File: src/rtl/fs_agen_pkg.sv
package fs_agen_pkg;

  typedef enum logic [1:0] {
    SEL_START_HI = 2'd0,
    SEL_START_LO = 2'd1,
    SEL_BLANK    = 2'd2,
    SEL_CTRL     = 2'd3
  } fs_sel_e;

  typedef struct packed {
    logic coarse;   // bit 1: 64-byte start granularity
    logic suspend;  // bit 0: stop all fetches, blank display
  } fs_ctrl_t;

endpackage

File: src/rtl/fs_regs.sv
module fs_regs
  import fs_agen_pkg::*;
#(
  parameter int ADDR_W = 15
) (
  input  logic              clk,
  input  logic              rst_n,
  input  logic              wr_en,
  input  logic [1:0]        wr_sel,
  input  logic [7:0]        wr_data,
  output logic [ADDR_W-1:0] start_pend,
  output logic [7:0]        blank_lines,
  output fs_ctrl_t          ctrl
);

  localparam int HI_W = ADDR_W - 8;

  logic [HI_W-1:0] hi_q, hi_d;
  logic [6:0]      lo_q, lo_d;
  logic [7:0]      bl_q, bl_d;
  fs_ctrl_t        ctrl_q, ctrl_d;

  always_comb begin
    hi_d   = hi_q;
    lo_d   = lo_q;
    bl_d   = bl_q;
    ctrl_d = ctrl_q;
    if (wr_en) begin
      case (wr_sel)
        SEL_START_HI: hi_d = wr_data[HI_W-1:0];
        SEL_START_LO: lo_d = wr_data[7:1];
        SEL_BLANK:    bl_d = wr_data;
        SEL_CTRL:     ctrl_d = fs_ctrl_t'(wr_data[1:0]);
        default:      ;
      endcase
    end
  end

  always_ff @(posedge clk or negedge rst_n) begin
    if (!rst_n) begin
      hi_q   <= '0;
      lo_q   <= '0;
      bl_q   <= '0;
      ctrl_q <= '0;
    end else if (wr_en) begin
      hi_q   <= hi_d;
      lo_q   <= lo_d;
      bl_q   <= bl_d;
      ctrl_q <= ctrl_d;
    end
  end

  assign start_pend  = {hi_q, lo_q, 1'b0};
  assign blank_lines = bl_q;
  assign ctrl        = ctrl_q;

endmodule

File: src/rtl/fs_line_seq.sv
module fs_line_seq #(
  parameter int                ADDR_W      = 15,
  parameter int                LINES_VIS   = 256,
  parameter int                LINES_TOTAL = 312,
  parameter int                ROW_BYTES   = 640,
  parameter logic [ADDR_W-1:0] SCREEN_BASE = 15'h3000
) (
  input  logic              clk,
  input  logic              rst_n,
  input  logic              frame_start,
  input  logic              line_stb,
  input  logic [ADDR_W-1:0] start_pend,
  input  logic              coarse,
  input  logic              suspend,
  input  logic [7:0]        blank_lines,
  output logic              line_active,
  output logic [ADDR_W-1:0] row_base,
  output logic [2:0]        cell_line
);

  localparam int LW = $clog2(LINES_TOTAL + 1);
  localparam logic [LW-1:0]   LT_L   = LW'(LINES_TOTAL);
  localparam logic [15:0]     LV_L   = 16'(LINES_VIS);
  localparam logic [ADDR_W:0] TOP_L  = {1'b1, {ADDR_W{1'b0}}};
  localparam logic [ADDR_W:0] SPAN_L = TOP_L - {1'b0, SCREEN_BASE};
  localparam logic [ADDR_W:0] ROW_L  = (ADDR_W+1)'(ROW_BYTES);

  logic [LW-1:0]     line_q, line_d;
  logic [ADDR_W-1:0] rb_q, rb_d, start_eff;
  logic [2:0]        cl_q, cl_d;
  logic              act_q, act_d;
  logic [ADDR_W:0]   rb_sum;
  logic [15:0]       vis_sum;
  logic              step;

  assign step      = frame_start | line_stb;
  assign start_eff = coarse ? {start_pend[ADDR_W-1:6], 6'b0} : start_pend;
  assign rb_sum    = {1'b0, rb_q} + ROW_L;

  always_comb begin
    line_d = line_q;
    rb_d   = rb_q;
    cl_d   = cl_q;
    if (frame_start) begin
      line_d = '0;
      rb_d   = {start_eff[ADDR_W-1:3], 3'b000};
      cl_d   = start_eff[2:0];
    end else if (line_stb) begin
      if (line_q < LT_L) line_d = line_q + 1'b1;
      cl_d = cl_q + 3'd1;
      if (cl_q == 3'd7) begin
        rb_d = (rb_sum >= TOP_L) ? ADDR_W'(rb_sum - SPAN_L) : rb_sum[ADDR_W-1:0];
      end
    end
    vis_sum = 16'(line_d) + 16'(blank_lines);
    act_d   = (vis_sum < LV_L) && !suspend;
  end

  always_ff @(posedge clk or negedge rst_n) begin
    if (!rst_n) begin
      line_q <= LT_L;
      rb_q   <= '0;
      cl_q   <= '0;
      act_q  <= 1'b0;
    end else if (step) begin
      line_q <= line_d;
      rb_q   <= rb_d;
      cl_q   <= cl_d;
      act_q  <= act_d;
    end
  end

  assign line_active = act_q;
  assign row_base    = rb_q;
  assign cell_line   = cl_q;

endmodule

File: src/rtl/fs_fetch_gen.sv
module fs_fetch_gen #(
  parameter int                ADDR_W      = 15,
  parameter int                COLS        = 80,
  parameter logic [ADDR_W-1:0] SCREEN_BASE = 15'h3000
) (
  input  logic              clk,
  input  logic              rst_n,
  input  logic              frame_start,
  input  logic              line_stb,
  input  logic              byte_stb,
  input  logic              line_active,
  input  logic [ADDR_W-1:0] row_base,
  input  logic [2:0]        cell_line,
  output logic              fetch_req,
  output logic [ADDR_W-1:0] fetch_addr
);

  localparam int CW = $clog2(COLS + 1);
  localparam logic [CW-1:0]   COLS_L = CW'(COLS);
  localparam logic [ADDR_W:0] TOP_L  = {1'b1, {ADDR_W{1'b0}}};
  localparam logic [ADDR_W:0] SPAN_L = TOP_L - {1'b0, SCREEN_BASE};

  logic [CW-1:0]     col_q, col_d;
  logic              req_q, req_d;
  logic [ADDR_W-1:0] addr_q, addr_d;
  logic [ADDR_W:0]   sum;
  logic              take;

  assign take = byte_stb && line_active && (col_q < COLS_L);
  assign sum  = {1'b0, row_base} + (ADDR_W+1)'({col_q, 3'b000})
              + (ADDR_W+1)'(cell_line);

  always_comb begin
    col_d  = col_q;
    req_d  = 1'b0;
    addr_d = addr_q;
    if (frame_start || line_stb) begin
      col_d = '0;
    end else if (take) begin
      col_d  = col_q + 1'b1;
      req_d  = 1'b1;
      addr_d = (sum >= TOP_L) ? ADDR_W'(sum - SPAN_L) : sum[ADDR_W-1:0];
    end
  end

  always_ff @(posedge clk or negedge rst_n) begin
    if (!rst_n) begin
      col_q  <= '0;
      req_q  <= 1'b0;
      addr_q <= '0;
    end else begin
      col_q  <= col_d;
      req_q  <= req_d;
      addr_q <= addr_d;
    end
  end

  assign fetch_req  = req_q;
  assign fetch_addr = addr_q;

endmodule

File: src/rtl/fine_scroll_agen.sv
module fine_scroll_agen
  import fs_agen_pkg::*;
#(
  parameter int                ADDR_W      = 15,
  parameter int                LINES_VIS   = 256,
  parameter int                LINES_TOTAL = 312,
  parameter int                COLS        = 80,
  parameter logic [ADDR_W-1:0] SCREEN_BASE = 15'h3000
) (
  input  logic              clk,
  input  logic              rst_n,
  input  logic              reg_wr_en,
  input  logic [1:0]        reg_sel,
  input  logic [7:0]        reg_wdata,
  input  logic              frame_start,
  input  logic              line_stb,
  input  logic              byte_stb,
  output logic              fetch_req,
  output logic [ADDR_W-1:0] fetch_addr,
  output logic              blank
);

  localparam int ROW_BYTES = COLS * 8;

  logic [ADDR_W-1:0] start_pend;
  logic [7:0]        blank_lines;
  fs_ctrl_t          ctrl;
  logic              line_active;
  logic [ADDR_W-1:0] row_base;
  logic [2:0]        cell_line;

  fs_regs #(.ADDR_W(ADDR_W)) u_regs (
    .clk(clk), .rst_n(rst_n), .wr_en(reg_wr_en), .wr_sel(reg_sel),
    .wr_data(reg_wdata), .start_pend(start_pend),
    .blank_lines(blank_lines), .ctrl(ctrl)
  );

  fs_line_seq #(
    .ADDR_W(ADDR_W), .LINES_VIS(LINES_VIS), .LINES_TOTAL(LINES_TOTAL),
    .ROW_BYTES(ROW_BYTES), .SCREEN_BASE(SCREEN_BASE)
  ) u_line (
    .clk(clk), .rst_n(rst_n), .frame_start(frame_start), .line_stb(line_stb),
    .start_pend(start_pend), .coarse(ctrl.coarse), .suspend(ctrl.suspend),
    .blank_lines(blank_lines), .line_active(line_active),
    .row_base(row_base), .cell_line(cell_line)
  );

  fs_fetch_gen #(
    .ADDR_W(ADDR_W), .COLS(COLS), .SCREEN_BASE(SCREEN_BASE)
  ) u_fetch (
    .clk(clk), .rst_n(rst_n), .frame_start(frame_start), .line_stb(line_stb),
    .byte_stb(byte_stb), .line_active(line_active), .row_base(row_base),
    .cell_line(cell_line), .fetch_req(fetch_req), .fetch_addr(fetch_addr)
  );

  assign blank = !line_active;

endmodule

File: config.mk
export PLATFORM = sky130hd
export DESIGN_NAME = fine_scroll_agen
export DESIGN_NICKNAME = d
export VERILOG_FILES = /design/src/rtl/fs_agen_pkg.sv /design/src/rtl/fs_regs.sv /design/src/rtl/fs_line_seq.sv /design/src/rtl/fs_fetch_gen.sv /design/src/rtl/fine_scroll_agen.sv
export SDC_FILE = /design/constraint.sdc
export NUM_CORES = 1
export LEC_CHECK = 0
export ABC_AREA = 1
export BUFFER_PORTS_ARGS = -buffer_cell sky130_fd_sc_hd__buf_2
export CAP_MARGIN = 15
export CELL_PAD_IN_SITES_DETAIL_PLACEMENT = 2
export CELL_PAD_IN_SITES_GLOBAL_PLACEMENT = 2
export CORE_MARGIN = 2
export CORE_UTILIZATION = 36
export DETAILED_ROUTE_END_ITERATION = 10
export PLACE_DENSITY = 0.88
export SLEW_MARGIN = 5
export SYNTH_ARGS = -nofsm -noshare
export SYNTH_HDL_FRONTEND = slang
export SYNTH_SLANG_ARGS = --single-unit
File: constraint.sdc
create_clock -name clk -period 2.6 [get_ports clk]
set_clock_uncertainty 0.2 [all_clocks]
set_input_delay 0.26 -clock clk [delete_from_list [all_inputs] [get_ports clk]]
set_output_delay 0.26 -clock clk [all_outputs]
set_load 0.03 [all_outputs]
==> results.cfg <==
[outcome]
status = finished with violations
violations = setup timing

[clock_tree]
cts_made_buffers = 9
insertion_delay_ps = 360
cts_tree = yes
clockBufferDepth = 2
clkSlewWorstSetupHoldPaths_ps = 80
root_buffer = clkbuf_8
cts_htree_levels = 3
clock_sinks = 72

[run]
max_cap_viol_count = 0

[sta]
slew_violations = 0
rsz0062_at_grt = yes
worst_slew_pin_slew_ps = 513
fin_crit_ps = 2700
finalWorstSetupSlack_ps = -95.2
hold_viol_final = 0
relSlewSlack = 0.657
finalCritPeriodShare = 1.04
finalSetupViolCount = 1
max_freq_mhz = 371

[routing]
dr.first_iter.drc_count = 142
drt-pass1-iter-count = 4
viasPerCell = 5.17
drc = 0
vias = 3440
ant_nets = 0
wirelength_um = 12100
wl_per_cell_um = 18.2

[power_and_ir_drop]
leakage_nw = 2.24
power_w = 0.00324
p_comb_frac = 0.223
swShare = 0.332
p_switching_w = 0.00108
seq_power_share = 0.438
p_int_w = 0.00217
p_clk_frac = 0.339
power_density_mw_per_mm2 = 691
ir_drop_mv = 0.318

[worst_setup_path]
cp_max_fo = 4
cp_slowest_cell = dfrtp_1
critPathKind = reg -> reg
crit_buf_inv = 0
slowest_delay_ps = 400
worst-path-stages = 15
r2r_cells = 15
worstPathRequired_ps = 2690
crit_path_frequent_cell = nand2_1
ff2ff_setup_slack_ps = -100
critPathTopFamily = simple AND/OR/NAND/NOR gates
crit_path_end_kind = register
cp_cell_sequence = nor2_2, nand2_1, nand2_2, nand2_4, o21ai_0, nand2_2, nor2_2, ha_1, a21oi_2, nor3_1, a211oi_1, nand2_1, nand2_1, nand2_1, nand2_1
cp-start-kind = register
arrival_ps = 2790

[die]
fp.dieH_um = 108
io_pins = 33
die_w_um = 108
start_util = 0.365
coreArea_sq_mm = 0.0107
num_rows = 38
die-area_sq_mm = 0.0117

[placement]
io_buffer_count = 32
gp_congestion = 0.811
dp_hpwl_um = 8150

[synthesis]
syn_inst = 476
yosys_warnings = 0
yosysMostFrequentCell = nand2_1
yosys-top-cells-area = dfrtp_1 43%, nand2_1 11%, ha_1 7.7%
synth_flop_cell = dfrtp_1
synth.avg_cell_area_sq_um = 8.23
synth-seq-cells = 72
synth_edf_count = 0
async_flop_share = 1.00
synthDistinctLibCells = 38
yosysTopAreaCellShare = 0.434
syn_area_sq_mm = 0.00392
yosys-top-cells-count = 120 x nand2_1, 68 x dfrtp_1, 48 x inv_1
yosysTopAreaCell = dfrtp_1
syn-num-nets = 516
ys_seq_area_frac = 0.461

[hold_path]
hp-class = in -> reg
hold_depth = 3

[grt]
overflow = 0
grt_pass1_wl_um = 18500
grt_max_degree = 73
grt_pass1_vias = 3750
antenna_found_initial = 0
track_usage = 0.204

[finish]
insertedDiodeCount = 0
utilization = 0.437
drive_gt1_frac = 0.204
final_nets = 560
syn_to_final_growth_pct = 19.8
==> cell type report <==
type | instances | area (sq um)
fill | 1244 | 6050
clock inverter | 6 | 108
multi-input combinational | 340 | 2000
clock buffer | 10 | 128
tap | 140 | 175
inverter | 54 | 205
timing repair buffer | 43 | 265
sequential | 72 | 1810
==> flip-flops by register name, indices dropped and copies added (netlist names), 2 cells and up <==
signal and cells:
u_line.line_q 9, u_regs.hi_q 7, u_line.cell_line 3, u_regs.blank_lines 8, u_regs.ctrl 2, u_fetch.col_q 7, u_fetch.fetch_addr 15, u_regs.lo_q 7
u_line.row_base 12
==> path summary, 6_finish.rpt <==
kind                                        from                    end
setup / recovery                u_line.line_q[7]     u_line.line_active
hold / removal                      reg_wdata[0]  u_regs.blank_lines[0]
setup reg to reg                u_line.line_q[7]     u_line.line_active
hold reg to reg            u_fetch.fetch_addr[1]  u_fetch.fetch_addr[1]
max in group asynchronous                  rst_n       u_line.line_q[4]
min in group asynchronous                  rst_n       u_fetch.col_q[3]
==> worst min-delay path, delay by kind of cell <==
| kind | cells | cell delay (ps) |
|---|---|---|
| AO/OA/AOI/OAI | 1 | 150 |
| buffers and inverters | 2 | 130 |
==> cells by family (layout without fill, tap and decap cells) <==
logic type | count (synthesis) | in the layout | synth area share
adders and majority gates | 24 | 24 | 0.0766
DFF | 72 | 72 | 0.461
buffers and inverters | 64 | 113 | 0.0670
xor gates and xnor gates | 16 | 16 | 0.0358
and+or+nand+nor | 206 | 206 | 0.227
AOI/OAI and AO/OA | 93 | 93 | 0.131
other | 1 | 1 | 0.000957
==> cells in the final DEF, fill, tap and decap left out, drive strengths merged <==
cell         instances
a211oi               2
a21o                 2
a21oi               25
a31o                 1
and2                 3
buf                 39
bufinv               3
clkbuf              10
clkinv               2
clkinvlp             1
conb                 1
dfrtp               68
dfstp                4
dlygate4sd3          4
ha                  24
inv                 54
nand2              124
nand3               32
nand4                1
nor2                35
nor3                 7
nor3b                2
o211ai               4
o21a                 1
o21ai               51
o21bai               2
o221ai               2
o22ai                2
o311ai               1
or2                  2
xnor2                5
xor2                11
==> layer usage <==
metal	track usage	routed length [um]	vias to the layer above
met3	0.0356	282	19
met2	0.372	6530	50
met5	0	0	-
li1	-	-	1643
met1	0.242	5050	1728
met4	0.0668	234	0
==> power groups by stage <==
| stage | Clock (W) | Sequential [W] | Combinational [W] |
|---|---|---|---|
| 3_3_place_gp | 0 | 0.00142 | 0.000634 |
| 4_1_cts | 0.00111 | 0.00141 | 0.000696 |
| 2_1_floorplan | 0 | 0.00151 | 0.000348 |
| 6_report | 0.00110 | 0.00142 | 0.000722 |
| 5_1_grt | 0.00117 | 0.00145 | 0.000814 |
| 3_5_place_dp | 0 | 0.00143 | 0.000681 |
==> through the flow <==
step / hold slack [ps] / cells / area (sq um) / setup WS (ps) / setup TNS [ps]
after CTS: 19.3 / 662 / 4530 / 6.27 / 0
after global placement: 122 / 642 / 4240 / 171 / 0
final: 17.3 / 665 / 4690 / -95.2 / -95.2
after floorplan: -236 / 476 / 3920 / 320 / 0
after detailed placement: 126 / 642 / 4240 / -10.6 / -18.6
after global routing: 42.5 / 665 / 4690 / -254 / -293
==> what timing repair did <==
action	4_1_cts	5_1_grt
buffers inserted	0	3
hold endpoints to repair	73	0
pin swaps	0	4
gates resized for setup	4	33
hold buffers	4	0
endpoints found under the setup margin	3	3
No activity file was read; power rests on OpenSTA's default activity.
